## config.mk

```make
export PLATFORM = sky130hd
export DESIGN_NAME = usb_ep_irq_status
export DESIGN_NICKNAME = d
export VERILOG_FILES = /design/src/rtl/usb_irq_pkg.sv /design/src/rtl/usb_irq_rst_sync.sv /design/src/rtl/usb_irq_flag_cell.sv /design/src/rtl/usb_irq_evt_gen.sv /design/src/rtl/usb_ep_irq_status.sv
export SDC_FILE = /design/constraint.sdc
export NUM_CORES = 1
export LEC_CHECK = 0
export BUFFER_PORTS_ARGS = -buffer_cell sky130_fd_sc_hd__buf_2
export CORE_AREA = 2 2 39 41
export DETAILED_ROUTE_END_ITERATION = 7
export DIE_AREA = 0 0 41 43
export PLACE_DENSITY = 0.73
export SYNTH_ARGS = -nofsm -noshare
export SYNTH_HDL_FRONTEND = slang
export SYNTH_HIERARCHICAL = 1
export SYNTH_SLANG_ARGS = --single-unit
```

## constraint.sdc

```tcl
create_clock -name clk -period 1.6 [get_ports clk]
set_input_delay 0.32 -clock clk [delete_from_list [all_inputs] [get_ports clk]]
set_output_delay 0.32 -clock clk [all_outputs]
set_load 0.02 [all_outputs]
```

## src/rtl/usb_irq_pkg.sv

```systemverilog
package usb_irq_pkg;
  localparam int INTR_BIT  = 0;
  localparam int BULK_BASE = 4;

  function automatic int status_width(input int nbulk);
    return BULK_BASE + 2 * nbulk;
  endfunction
endpackage

```

## src/rtl/usb_irq_rst_sync.sv

```systemverilog
module usb_irq_rst_sync (
  input  logic clk,
  input  logic rst_n,
  output logic rst_q
);
  logic meta_q;

  always_ff @(posedge clk or negedge rst_n) begin
    if (!rst_n) begin
      meta_q <= 1'b0;
      rst_q  <= 1'b0;
    end else begin
      meta_q <= 1'b1;
      rst_q  <= meta_q;
    end
  end
endmodule

```

## src/rtl/usb_irq_flag_cell.sv

```systemverilog
module usb_irq_flag_cell (
  input  logic clk,
  input  logic rst_n,
  input  logic valid_i,
  input  logic set_i,
  input  logic clr_i,
  output logic next_o,
  output logic flag_o
);
  logic flag_q;
  logic flag_d;
  logic flag_en;

  always_comb begin
    flag_d = flag_q;
    if (!valid_i)    flag_d = 1'b0;
    else if (set_i)  flag_d = 1'b1;
    else if (clr_i)  flag_d = 1'b0;
    flag_en = flag_d ^ flag_q;
  end

  always_ff @(posedge clk or negedge rst_n) begin
    if (!rst_n)       flag_q <= 1'b0;
    else if (flag_en) flag_q <= flag_d;
  end

  assign next_o = flag_d;
  assign flag_o = flag_q;

  a_r6_set_wins: assert property (@(posedge clk) disable iff (!rst_n)
    (valid_i && set_i) |=> flag_o);
  a_r5_clear_takes: assert property (@(posedge clk) disable iff (!rst_n)
    (valid_i && !set_i && clr_i) |=> !flag_o);
  a_r9_invalid_zero: assert property (@(posedge clk) disable iff (!rst_n)
    !valid_i |=> !flag_o);
  a_r5_hold_idle: assert property (@(posedge clk) disable iff (!rst_n)
    (valid_i && !set_i && !clr_i) |=> $stable(flag_o));
endmodule

```

## src/rtl/usb_irq_evt_gen.sv

```systemverilog
module usb_irq_evt_gen #(
  parameter int W = 8
) (
  input  logic         clk,
  input  logic         rst_n,
  input  logic [W-1:0] stat_d,
  input  logic [W-1:0] stat_q,
  input  logic [W-1:0] valid_mask,
  output logic         chg_evt,
  output logic         irq
);
  logic chg_q;
  logic chg_d;

  always_comb begin
    chg_d = (stat_d != stat_q);
  end

  always_ff @(posedge clk or negedge rst_n) begin
    if (!rst_n) chg_q <= 1'b0;
    else        chg_q <= chg_d;
  end

  assign chg_evt = chg_q;
  assign irq     = |(stat_q & valid_mask);

  always_comb begin
    if (rst_n && irq) a_r10_irq_has_source: assert (stat_q != '0);
  end
endmodule

```

## src/rtl/usb_ep_irq_status.sv

```systemverilog
module usb_ep_irq_status
  import usb_irq_pkg::*;
#(
  parameter int NUM_BULK = 2
) (
  input  logic                                    clk,
  input  logic                                    rst_n,
  input  logic [NUM_BULK-1:0]                     bulk_en,
  input  logic                                    intr_en,
  input  logic [NUM_BULK-1:0]                     bulk_nak_set,
  input  logic [NUM_BULK-1:0]                     bulk_rdy_set,
  input  logic                                    intr_done_set,
  input  logic [NUM_BULK-1:0]                     bulk_buf_wr,
  input  logic                                    intr_buf_wr,
  input  logic                                    clr_wr,
  input  logic [BULK_BASE+2*NUM_BULK-1:0]         clr_data,
  output logic [BULK_BASE+2*NUM_BULK-1:0]         status,
  output logic                                    irq,
  output logic                                    chg_evt
);
  localparam int W = BULK_BASE + 2 * NUM_BULK;

  logic         rst_q;
  logic [W-1:0] stat_d;
  logic [W-1:0] stat_q;
  logic [W-1:0] valid_mask;

  usb_irq_rst_sync u_rst (
    .clk   (clk),
    .rst_n (rst_n),
    .rst_q (rst_q)
  );

  for (genvar i = 0; i < W; i++) begin : g_bit
    if (i == INTR_BIT) begin : g_intr
      usb_irq_flag_cell u_cell (
        .clk     (clk),
        .rst_n   (rst_q),
        .valid_i (intr_en),
        .set_i   (intr_done_set),
        .clr_i   ((clr_wr & ~clr_data[i]) | intr_buf_wr),
        .next_o  (stat_d[i]),
        .flag_o  (stat_q[i])
      );
      assign valid_mask[i] = intr_en;
    end else if (i >= BULK_BASE) begin : g_bulk
      localparam int K     = (i - BULK_BASE) / 2;
      localparam bit ISNAK = ((i - BULK_BASE) % 2) == 1;
      logic set_w;
      logic hwclr_w;
      if (ISNAK) begin : g_nak
        assign set_w   = bulk_nak_set[K];
        assign hwclr_w = 1'b0;
      end else begin : g_rdy
        assign set_w   = bulk_rdy_set[K];
        assign hwclr_w = bulk_buf_wr[K];
      end
      usb_irq_flag_cell u_cell (
        .clk     (clk),
        .rst_n   (rst_q),
        .valid_i (bulk_en[K]),
        .set_i   (set_w),
        .clr_i   ((clr_wr & ~clr_data[i]) | hwclr_w),
        .next_o  (stat_d[i]),
        .flag_o  (stat_q[i])
      );
      assign valid_mask[i] = bulk_en[K];
    end else begin : g_unused
      assign stat_d[i]     = 1'b0;
      assign stat_q[i]     = 1'b0;
      assign valid_mask[i] = 1'b0;
    end
  end

  usb_irq_evt_gen #(.W(W)) u_evt (
    .clk        (clk),
    .rst_n      (rst_q),
    .stat_d     (stat_d),
    .stat_q     (stat_q),
    .valid_mask (valid_mask),
    .chg_evt    (chg_evt),
    .irq        (irq)
  );

  assign status = stat_q;

  a_r7_change_pulses: assert property (@(posedge clk) disable iff (!rst_q)
    (status != $past(status)) |-> chg_evt);
  a_r7_quiet_no_pulse: assert property (@(posedge clk) disable iff (!rst_q)
    (status == $past(status)) |-> !chg_evt);
  a_r8_unused_zero: assert property (@(posedge clk) disable iff (!rst_q)
    status[BULK_BASE-1:INTR_BIT+1] == '0);
  a_r2_nak_sets: assert property (@(posedge clk) disable iff (!rst_q)
    (bulk_en[0] && bulk_nak_set[0]) |=> status[BULK_BASE+1]);
  a_r4_done_sets: assert property (@(posedge clk) disable iff (!rst_q)
    (intr_en && intr_done_set) |=> status[INTR_BIT]);
endmodule

```

==> results of run 1 <==
-- per-layer routing --
layer  GRT usage  share of wire  vias up
met5           0              0        -
met4      0.0800              0        0
met3      0.0471          0.078        0
met2       0.222           0.52       16
met1       0.140           0.41      214
li1            -              -      241
-- area by class of cell --
cell class              count  area [µm²]
fillers                   143         624
multi-input cells          52         370
flip-flops and latches      8         200
repair buffers             26         135
clock buffers               3        22.5
well taps                  16        20.0
inverters                   3        11.3
-- worst max path at each step --
| stage | from | slack, ns | cells past startpoint | end |
|---|---|---|---|---|
| floorplan | g_bit[5].g_bulk.u_cell/flag_o | 0.21 | 5 | u_evt/chg_evt |
| global placement | clr_wr | 0.06 | 7 | u_evt/chg_evt |
| detailed placement | clr_wr | 0.05 | 7 | u_evt/chg_evt |
| CTS | g_bit[0].g_intr.u_cell/flag_o | 0.11 | 3 | irq |
| global route | g_bit[0].g_intr.u_cell/flag_o | 0.07 | 3 | irq |
| finish | g_bit[0].g_intr.u_cell/flag_o | 0.13 | 3 | irq |
-- kinds of logic after synthesis --
group                  after synthesis  share of synthesized area
AO/OA/AOI/OAI                       17                      0.238
AND/OR/NAND/NOR                     11                      0.197
XOR/XNOR                             8                      0.127
flip-flops                           8                      0.363
buffers and inverters                6                     0.0612
other                                2                     0.0136
-- placed cells by master (no fill, tap or decap) --
cell type,Yosys,layout
buf_2,0,25
conb_1,2,16
o21a_1,10,10
dfrtp_1,8,8
xor2_1,8,8
nor2b_4,5,5
a22oi_1,4,4
inv_1,3,3
a21o_2,3,3
clkbuf_4,0,3
and2b_2,2,2
nor4_1,2,2
dlygate4sd3_1,0,1
nand2_1,1,1
nand4_1,1,1
-- through the flow --
step | util | instance area [µm²] | hold slack (ns) | cells
floorplan | - | 604 | 0.0244 | 66
global placement | 0.525 | 727 | 0.0938 | 104
detailed placement | 0.525 | 727 | 0.101 | 104
CTS | 0.549 | 759 | 0.0949 | 108
global route | 0.549 | 759 | 0.115 | 108
finish | 0.549 | 759 | 0.0815 | 108
-- where the power goes --
part           total, W  internal [W]  switching [W]  leakage (nW)
Sequential     0.000226      0.000214      0.0000125        0.0956
Clock          0.000156     0.0000859      0.0000700        0.0138
Combinational  0.000136     0.0000678      0.0000684         0.316
Total          0.000518      0.000367       0.000151         0.426
-- what timing repair did --
| item | CTS | global route |
|---|---|---|
| resized for setup | 0 | 0 |
| hold endpoints to repair | 2 | 0 |
| hold buffers | 1 | 0 |
-- state kept, by name (all words and copies together), names as in the netlist --
register / count
g_bit.g_bulk.u_cell/flag_o: 4
g_bit.g_intr.u_cell/flag_o: 1
u_evt/chg_evt: 1
u_rst/meta_q: 1
u_rst/rst_q: 1
-- worst max-delay path, stage by stage, from the launching register on --
cell and delay [ns]:
dfrtp_1 0.41, a22oi_1 0.22, nand4_1 0.09, buf_2 0.17
==> metrics.yaml, run 1 <==
outcome:
  status: "complete, no violations"
floorplan:
  rows: 14
  die-width_um: 41
  die_area_um2: 1760
  die_h_um: 43
  core_area_um2: 1380
  ios: 32
  initial_core_util: 0.399
clocking:
  numCtsBuffers: 3
  clock_latency_ns: 0.26
  root_buffer: "clkbuf_4"
  clkTransAtPathRegs_ns: 0.06
  cts.sinks: 8
  cts_htree_levels: 1
  cts_tree: "yes"
  post-cts-setup-buffers: 0
  cts_buffer_depth: 2
synth:
  yosysMostFrequentCell: "o21a_1"
  synth_flop_cell: "dfrtp_1"
  syn-mean-instance-area_um2: 10.6
  ys_top_cells_by_count: "o21a_1, dfrtp_1, xor2_1"
  synth-async-reset-ratio: 1.00
  synth-seq-area-share: 0.363
  syn_inst: 52
  netlist.top_cell.by_area: "dfrtp_1"
  synth-edff-count: 0
  yosysTopAreaCellShare: 0.363
  synthTopCellsByArea: "dfrtp_1, o21a_1, xor2_1"
  yosys_register_bits: 8
  yosysWarningCount: 6
  syn_area_um2: 552
  synth_cell_types: 13
drt:
  finalWirelength_mm: 1.02
  drc_errors: 0
  dr.first_iter.drc_count: 5
  dr_total_vias: 471
  ant_nets: 0
  dr.pass1.iters: 4
  viasPerCell: 4.36
  routedWlPerCell_um: 9.43
critical_path:
  r2r_slack_ns: 0.21
  crit_fanout: 4
  path_class: "reg -> out"
  reg2reg_depth: 5
  rr_endpoint: "u_evt/chg_evt"
  start_kind: "register"
  worstSetupEndpointType: "output port"
  r2r-start: "g_bit[5].g_bulk.u_cell/flag_o"
  critPathArrivalTime_ns: 1.15
  critical_path_required_ns: 1.28
timing:
  finalWorstSetupSlack_ns: 0.132
  tns_ns: 0
  final.min_clock_period_ns: 1.47
  min_period_over_period: 0.918
  report.final.setup_viol: 0
  fmax_ghz: 0.681
  clock_skew_ns: 0.00998
  grt_setup_unrepaired: "false"
  hold_violations: 0
  finalMaxSlewViolations: 0
placed_design:
  gp_congestion: 0.638
  pre_cts_ws_ns: 0.0535
  io_buffers: 25
  dp_hpwl_um: 861
layout:
  synthToLayoutAreaGrowth_pct: 37.6
  nNetsFinal: 116
  drive_gt1_frac: 0.413
  num_antenna_cells: 0
power_and_ir_drop:
  totalPowerFinal_w: 0.000518
  p_per_area_nw_per_um2: 682
  leakagePower_nw: 0.426
  ir_worst_vdd_v: 0.000339
hold_path:
  hold_path_class: "reg -> async"
global_routing:
  gr-total-overflow: 0
  grt_util_all_layers: 0.136
  grt_pass1_wl_mm: 1.57
  antenna_found_initial: 0
  grt_max_degree: 7
  grt_pass1_vias: 398
run:
  drv_cap: 0
No activity file was read; power rests on OpenSTA's default activity.
==> inputs of run 2 (changes only) <==
--- a/config.mk
+++ b/config.mk
@@ -9,8 +9,7 @@
 export CORE_AREA = 2 2 39 41
 export DETAILED_ROUTE_END_ITERATION = 7
 export DIE_AREA = 0 0 41 43
-export PLACE_DENSITY = 0.73
+export PLACE_DENSITY = 0.7
 export SYNTH_ARGS = -nofsm -noshare
 export SYNTH_HDL_FRONTEND = slang
-export SYNTH_HIERARCHICAL = 1
 export SYNTH_SLANG_ARGS = --single-unit
==> run 2 against run 1 <==
  * Sequential power hardly changed
  * Critical endpoint unchanged
  * Final cell count down 8.3%
  * First-iteration DRC count grew to 2.6 times the previous value
  * Fmax increased by 0.70%
  * Area after synthesis decreased by 7.9%
  * Clock power barely moved
  * Final area shrank 17%
  * Sequential share of layout area is 5.3 points higher
  * Core utilization shrank 9.1 points
  * Critical path type unchanged
  * Via count is 1.1% lower
  * Worst hold slack better by 0.010 ns
==> metrics.yaml, run 2 <==
outcome:
  status: "complete, no violations"
clocking:
  cts_resized: 0  # unchanged
  clkTransAtPathRegs_ns: 0.06  # about the same
  cts_htree_levels: 1  # unchanged
  cts.sinks: 8  # unchanged
  root_buffer: "clkbuf_4"
  clock_latency_ns: 0.25  # about the same
  cts_tree: "yes"
  post-cts-setup-buffers: 0  # unchanged
  cts_buffer_depth: 2  # unchanged
  numCtsBuffers: 3  # unchanged
floorplan:
  die_h_um: 43  # unchanged
  core_area_um2: 1380  # unchanged
  die_area_um2: 1760  # unchanged
  die-width_um: 41  # unchanged
  initial_core_util: 0.367  # -0.0316
  rows: 14  # unchanged
  ios: 32  # unchanged
critical_path:
  crit_fanout: 6  # +2
  reg2reg_depth: 3  # -2
  path_class: "reg -> out"
  rr_endpoint: "u_evt.chg_evt"
  setup.worst_path.end: "irq"
  critPathArrivalTime_ns: 1.14  # about the same
  path_cells: "o21ai_0, nand3_1, buf_2"
  r2r_slack_ns: 0.59  # +0.38 ns
  worstSetupEndpointType: "output port"
  cpMaxStageDelayCell: "dfrtp_1"
  startpoint: "g_bit[5].g_bulk.u_cell.flag_o"
  slowest_delay_ns: 0.42  # about the same
  r2r-start: "g_bit[5].g_bulk.u_cell.flag_o"
  critical_path_required_ns: 1.28  # about the same
  start_kind: "register"
timing:
  fmax_ghz: 0.686  # +0.70%
  finalMaxSlewViolations: 0  # unchanged
  grt_setup_unrepaired: "false"
  tns_ns: 0  # unchanged
  min_period_over_period: 0.911  # -0.00642
  final.min_clock_period_ns: 1.46  # -0.0103 ns
  report.final.setup_viol: 0  # unchanged
  clock_skew_ns: 0.00695  # -0.00303 ns
  hold_violations: 0  # unchanged
  finalWorstSetupSlack_ns: 0.142  # +0.0103 ns
power_and_ir_drop:
  p_per_area_nw_per_um2: 787  # +15%
  leakagePower_nw: 0.340  # -20%
  ir_worst_vdd_v: 0.000324  # -4.3%
synth:
  yosysWarningCount: 0  # -6
  yosys_register_bits: 8  # unchanged
  ys_top_cells_by_count: "buf_4, dfrtp_1, inv_1"
  synth-async-reset-ratio: 1.00  # unchanged
  syn_area_um2: 508  # -7.9%
  synthTopCellsByArea: "dfrtp_1, buf_4, inv_1"
  synth_cell_types: 24  # +11
  syn_inst: 60  # +15%
  syn-mean-instance-area_um2: 8.47  # -20%
  yosysTopAreaCellShare: 0.394  # +0.0313
  synth_flop_cell: "dfrtp_1"
  synth-seq-area-share: 0.394  # +0.0313
  synth-edff-count: 0  # unchanged
  netlist.top_cell.by_area: "dfrtp_1"
drt:
  drc_errors: 0  # unchanged
  ant_nets: 0  # unchanged
  finalWirelength_mm: 1.06  # +4.1%
  dr.pass1.iters: 4  # unchanged
  viasPerCell: 4.71  # +7.9%
  dr.first_iter.drc_count: 13  # +8
  routedWlPerCell_um: 10.7  # +14%
  dr_total_vias: 466  # -1.1%
layout:
  nFillCells: 153  # +7.0%
  num_antenna_cells: 0  # unchanged
  final_cells: 99  # -8.3%
  multi_input_area_um2: 229  # -38%
  fin_util: 0.458  # -0.0913
  largest_reg_flops: 4  # unchanged
  layout.area.seq_um2: 200  # unchanged
  drive_gt1_frac: 0.349  # -0.0636
  final_common_cell: "buf_2"
  synthToLayoutAreaGrowth_pct: 24.6
  fin_area_um2: 633  # -17%
  mostFrequentLayoutCells: "buf_2, dfrtp_1, inv_1, nor2_1"
  nNetsFinal: 107  # -7.8%
global_routing:
  grt_max_degree: 7  # unchanged
  grt_pass1_wl_mm: 1.67  # +6.6%
  gr-total-overflow: 0  # unchanged
  grt_pass1_vias: 408  # +2.5%
  antenna_found_initial: 0  # unchanged
  grt_util_all_layers: 0.145  # +0.00870
placed_design:
  pre_cts_ws_ns: 0.241  # +0.187 ns
  place_area_um2: 601  # -17%
  io_buffers: 25  # unchanged
  gp_congestion: 0.789  # +24%
  dp_hpwl_um: 856  # -0.67%
  dp.cells: 95  # -8.7%
run:
  drv_cap: 0  # unchanged
hold_path:
  hold_path_class: "reg -> async"
==> run 2: cell types whose count changed after synthesis, sizes merged, moves of 3 or more <==
| cell | change |
|---|---|
| o21a | -9 |
| o21ai | +3 |
| inv | +4 |
| buf | +5 |
| nor2 | +6 |
| xor2 | -8 |
| a22oi | -4 |
| a21oi | +4 |
==> run 2: cell families after synthesis <==
| kind of cell | count (synthesis) | share of synthesized area |
|---|---|---|
| compound gates | 16 | 0.207 |
| simple gates | 19 | 0.214 |
| other cells | 2 | 0.0148 |
| flops | 8 | 0.394 |
| buf+inv | 15 | 0.170 |
==> run 2: worst min-delay path by stage <==
stage	end	slack, ns	cells after the start
2_1_floorplan	u_rst.meta_q	0.02	0
3_3_place_gp	u_evt.chg_evt	0.11	0
3_5_place_dp	g_bit[7].g_bulk.u_cell.flag_o	0.10	0
4_1_cts	g_bit[5].g_bulk.u_cell.flag_o	0.10	0
5_1_grt	g_bit[5].g_bulk.u_cell.flag_o	0.13	0
6_report	g_bit[5].g_bulk.u_cell.flag_o	0.09	0
==> run 2: power breakdown <==
| part | switching, W | total [W] | leakage, nW | internal [W] |
|---|---|---|---|---|
| logic | 0.0000644 | 0.000115 | 0.230 | 0.0000504 |
| clock network | 0.0000685 | 0.000154 | 0.0138 | 0.0000858 |
| registers | 0.0000140 | 0.000229 | 0.0963 | 0.000215 |
==> run 2: through the flow <==
stage               total power (W)  hold slack, ns
global route               0.000531           0.134
floorplan                  0.000311          0.0244
finish                     0.000498          0.0915
detailed placement         0.000346           0.104
global placement           0.000343           0.105
CTS                        0.000503           0.101
==> run 2: repair_timing <==
| item | CTS | global route |
|---|---|---|
| endpoints found under the hold margin | 2 | 0 |
| hold buffers | 1 | 0 |
| endpoints found under the setup margin | 0 | 0 |
==> run 2: critical path: cells and delay by family (launching register included) <==
family          cells  cell delay [ns]
compound gates      1             0.19
simple gates        1             0.10
buf+inv             1             0.17
flops               1             0.42
==> run 2: layout make-up <==
type                            instances  area share
Tap cell                               16      0.0316
Clock buffer                            3      0.0356
Inverter                                7      0.0415
Timing Repair Buffer                   26       0.213
Sequential cell                         8       0.316
Multi-Input combinational cell         39       0.362
==> run 2: routing by layer <==
layer,track usage,vias to the layer above,part of all wire
met1,0.189,208,0.44
met4,0.0800,0,0.0038
met5,0,-,0
met2,0.203,17,0.48
met3,0.0471,2,0.068
li1,-,239,-
==> inputs of run 3 (changes only) <==
==> constraint.sdc (replaced) <==
create_clock -name clk -period 1.5 [get_ports clk]
set_input_delay 0.3 -clock clk [delete_from_list [all_inputs] [get_ports clk]]
set_output_delay 0.3 -clock clk [all_outputs]
set_load 0.02 [all_outputs]
==> run 3 against run 2 <==
  * Non-clock buffer count stayed put
  * Combinational power is 6% higher
  * Die area stayed put
  * Core utilization stayed put
  * Sequential cell count stayed put
  * Sequential power is 7% higher
  * Count of clock-buffer cells in the layout stayed put
  * Register-to-register slack worse by 0.11 ns
  * Setup slack worse by 0.069 ns
  * Final area stayed put
  * Final cell count stayed put
==> metrics.yaml, run 3 (synthesis gave the netlist of run 2 again) <==
outcome:
  status: "complete, no violations"
drt:
  dr_total_vias: 472  # +1.3%
  dr.pass1.iters: 4  # unchanged
  finalWirelength_mm: 1.05  # -0.57%
  drc_errors: 0  # unchanged
  dr.first_iter.drc_count: 8  # -5
  viasPerCell: 4.77  # +1.3%
  ant_nets: 0  # unchanged
  routedWlPerCell_um: 10.6  # -0.57%
layout:
  largest_reg_flops: 4  # unchanged
  synthToLayoutAreaGrowth_pct: 24.6  # unchanged
  final_common_cell: "buf_2"
  nNetsFinal: 107  # unchanged
  mostFrequentLayoutCells: "buf_2, dfrtp_1, inv_1, nor2_1"
  nFillCells: 151  # -1.3%
  drive_gt1_frac: 0.349  # unchanged
  num_antenna_cells: 0  # unchanged
  final_cells: 99  # unchanged
clocking:
  cts.sinks: 8  # unchanged
  clock_latency_ns: 0.25  # about the same
  root_buffer: "clkbuf_4"
  clkTransAtPathRegs_ns: 0.06  # about the same
  cts_htree_levels: 1  # unchanged
  cts_tree: "yes"
  post-cts-setup-buffers: 0  # unchanged
  numCtsBuffers: 3  # unchanged
  cts_buffer_depth: 2  # unchanged
floorplan:
  core_area_um2: 1380  # unchanged
  die-width_um: 41  # unchanged
  die_area_um2: 1760  # unchanged
  initial_core_util: 0.367  # unchanged
  ios: 32  # unchanged
  die_h_um: 43  # unchanged
  rows: 14  # unchanged
hold_path:
  hold_path_class: "reg -> async"
critical_path:
  crit_fanout: 6  # unchanged
  path_class: "reg -> out"
  critPathArrivalTime_ns: 1.13  # about the same
  worstSetupEndpointType: "output port"
  start_kind: "register"
  critical_path_required_ns: 1.20  # -0.08 ns
global_routing:
  grt_pass1_vias: 408  # unchanged
  gr-total-overflow: 0  # unchanged
  grt_pass1_wl_mm: 1.62  # -2.9%
  grt_max_degree: 7  # unchanged
  grt_util_all_layers: 0.140  # -0.00478
  antenna_found_initial: 0  # unchanged
placed_design:
  gp_congestion: 0.789  # unchanged
  dp_hpwl_um: 863  # +0.89%
  io_buffers: 25  # unchanged
  dp.cells: 95  # unchanged
timing:
  report.final.setup_viol: 0  # unchanged
  tns_ns: 0  # unchanged
  final.min_clock_period_ns: 1.43
  fmax_ghz: 0.701
  hold_violations: 0  # unchanged
  grt_setup_unrepaired: "false"
  clock_skew_ns: 0.00871  # +0.00176 ns
  min_period_over_period: 0.952
  finalMaxSlewViolations: 0  # unchanged
power_and_ir_drop:
  ir_worst_vdd_v: 0.000313  # -3.4%
  leakagePower_nw: 0.340  # about the same
  p_per_area_nw_per_um2: 841  # +6.9%
run:
  drv_cap: 0  # unchanged
[run 3: worst max-delay path: stages (launching register included)]
cell     delay (ns)
dfrtp_1        0.42
o21ai_0        0.19
nand3_1        0.10
buf_2          0.17
[run 3: cell type report]
class,count,area (µm²),share of cell area
sequential,8,200,0.316
clock buffer,3,22.5,0.0356
tap,16,20.0,0.0316
inverter,7,26.3,0.0415
timing repair buffer,26,135,0.213
multi-input combinational,39,229,0.362
[run 3: path summary, 6_finish.rpt]
kind | startpoint | to | slack, ns | cells past startpoint
setup / recovery | g_bit[5].g_bulk.u_cell.flag_o | irq | 0.07 | 3
setup reg to reg | g_bit[5].g_bulk.u_cell.flag_o | u_evt.chg_evt | 0.48 | 3
hold / removal | u_rst.rst_q | g_bit[6].g_bulk.u_cell.flag_o | 0.10 | 0
max in group asynchronous | rst_n | u_rst.meta_q | 1.04 | 2
min in group clk | bulk_rdy_set[0] | g_bit[4].g_bulk.u_cell.flag_o | 0.28 | 2
hold reg to reg | u_rst.rst_q | g_bit[6].g_bulk.u_cell.flag_o | 0.10 | 0
[run 3: layer usage]
layer	vias up	track usage	routed length, µm
li1	238	-	-
met3	2	0.0314	63
met1	215	0.190	467
met5	-	0	0
met2	17	0.197	518
met4	0	0.0800	4
[run 3: timing repair]
| item | 4_1_cts | 5_1_grt |
|---|---|---|
| setup endpoints to repair | 0 | 1 |
| hold buffers | 1 | 0 |
| gates resized for setup | 0 | 1 |
| hold endpoints to repair | 2 | 0 |
[run 3: metrics by stage]
step	power [W]	hold slack, ns	setup WS (ns)	utilization	instance area, µm²
finish	0.000533	0.102	0.0725	0.458	633
global placement	0.000365	0.0862	0.173	0.434	601
detailed placement	0.000369	0.0884	0.148	0.434	601
global route	0.000565	0.128	0.00539	0.458	633
CTS	0.000541	0.112	0.0628	0.458	633
floorplan	0.000332	0.00441	0.376	-	515
[run 3: report_power, final]
part	switching, W	internal [W]
logic	0.0000684	0.0000539
registers	0.0000152	0.000229
clock network	0.0000741	0.0000916
total	0.000158	0.000375
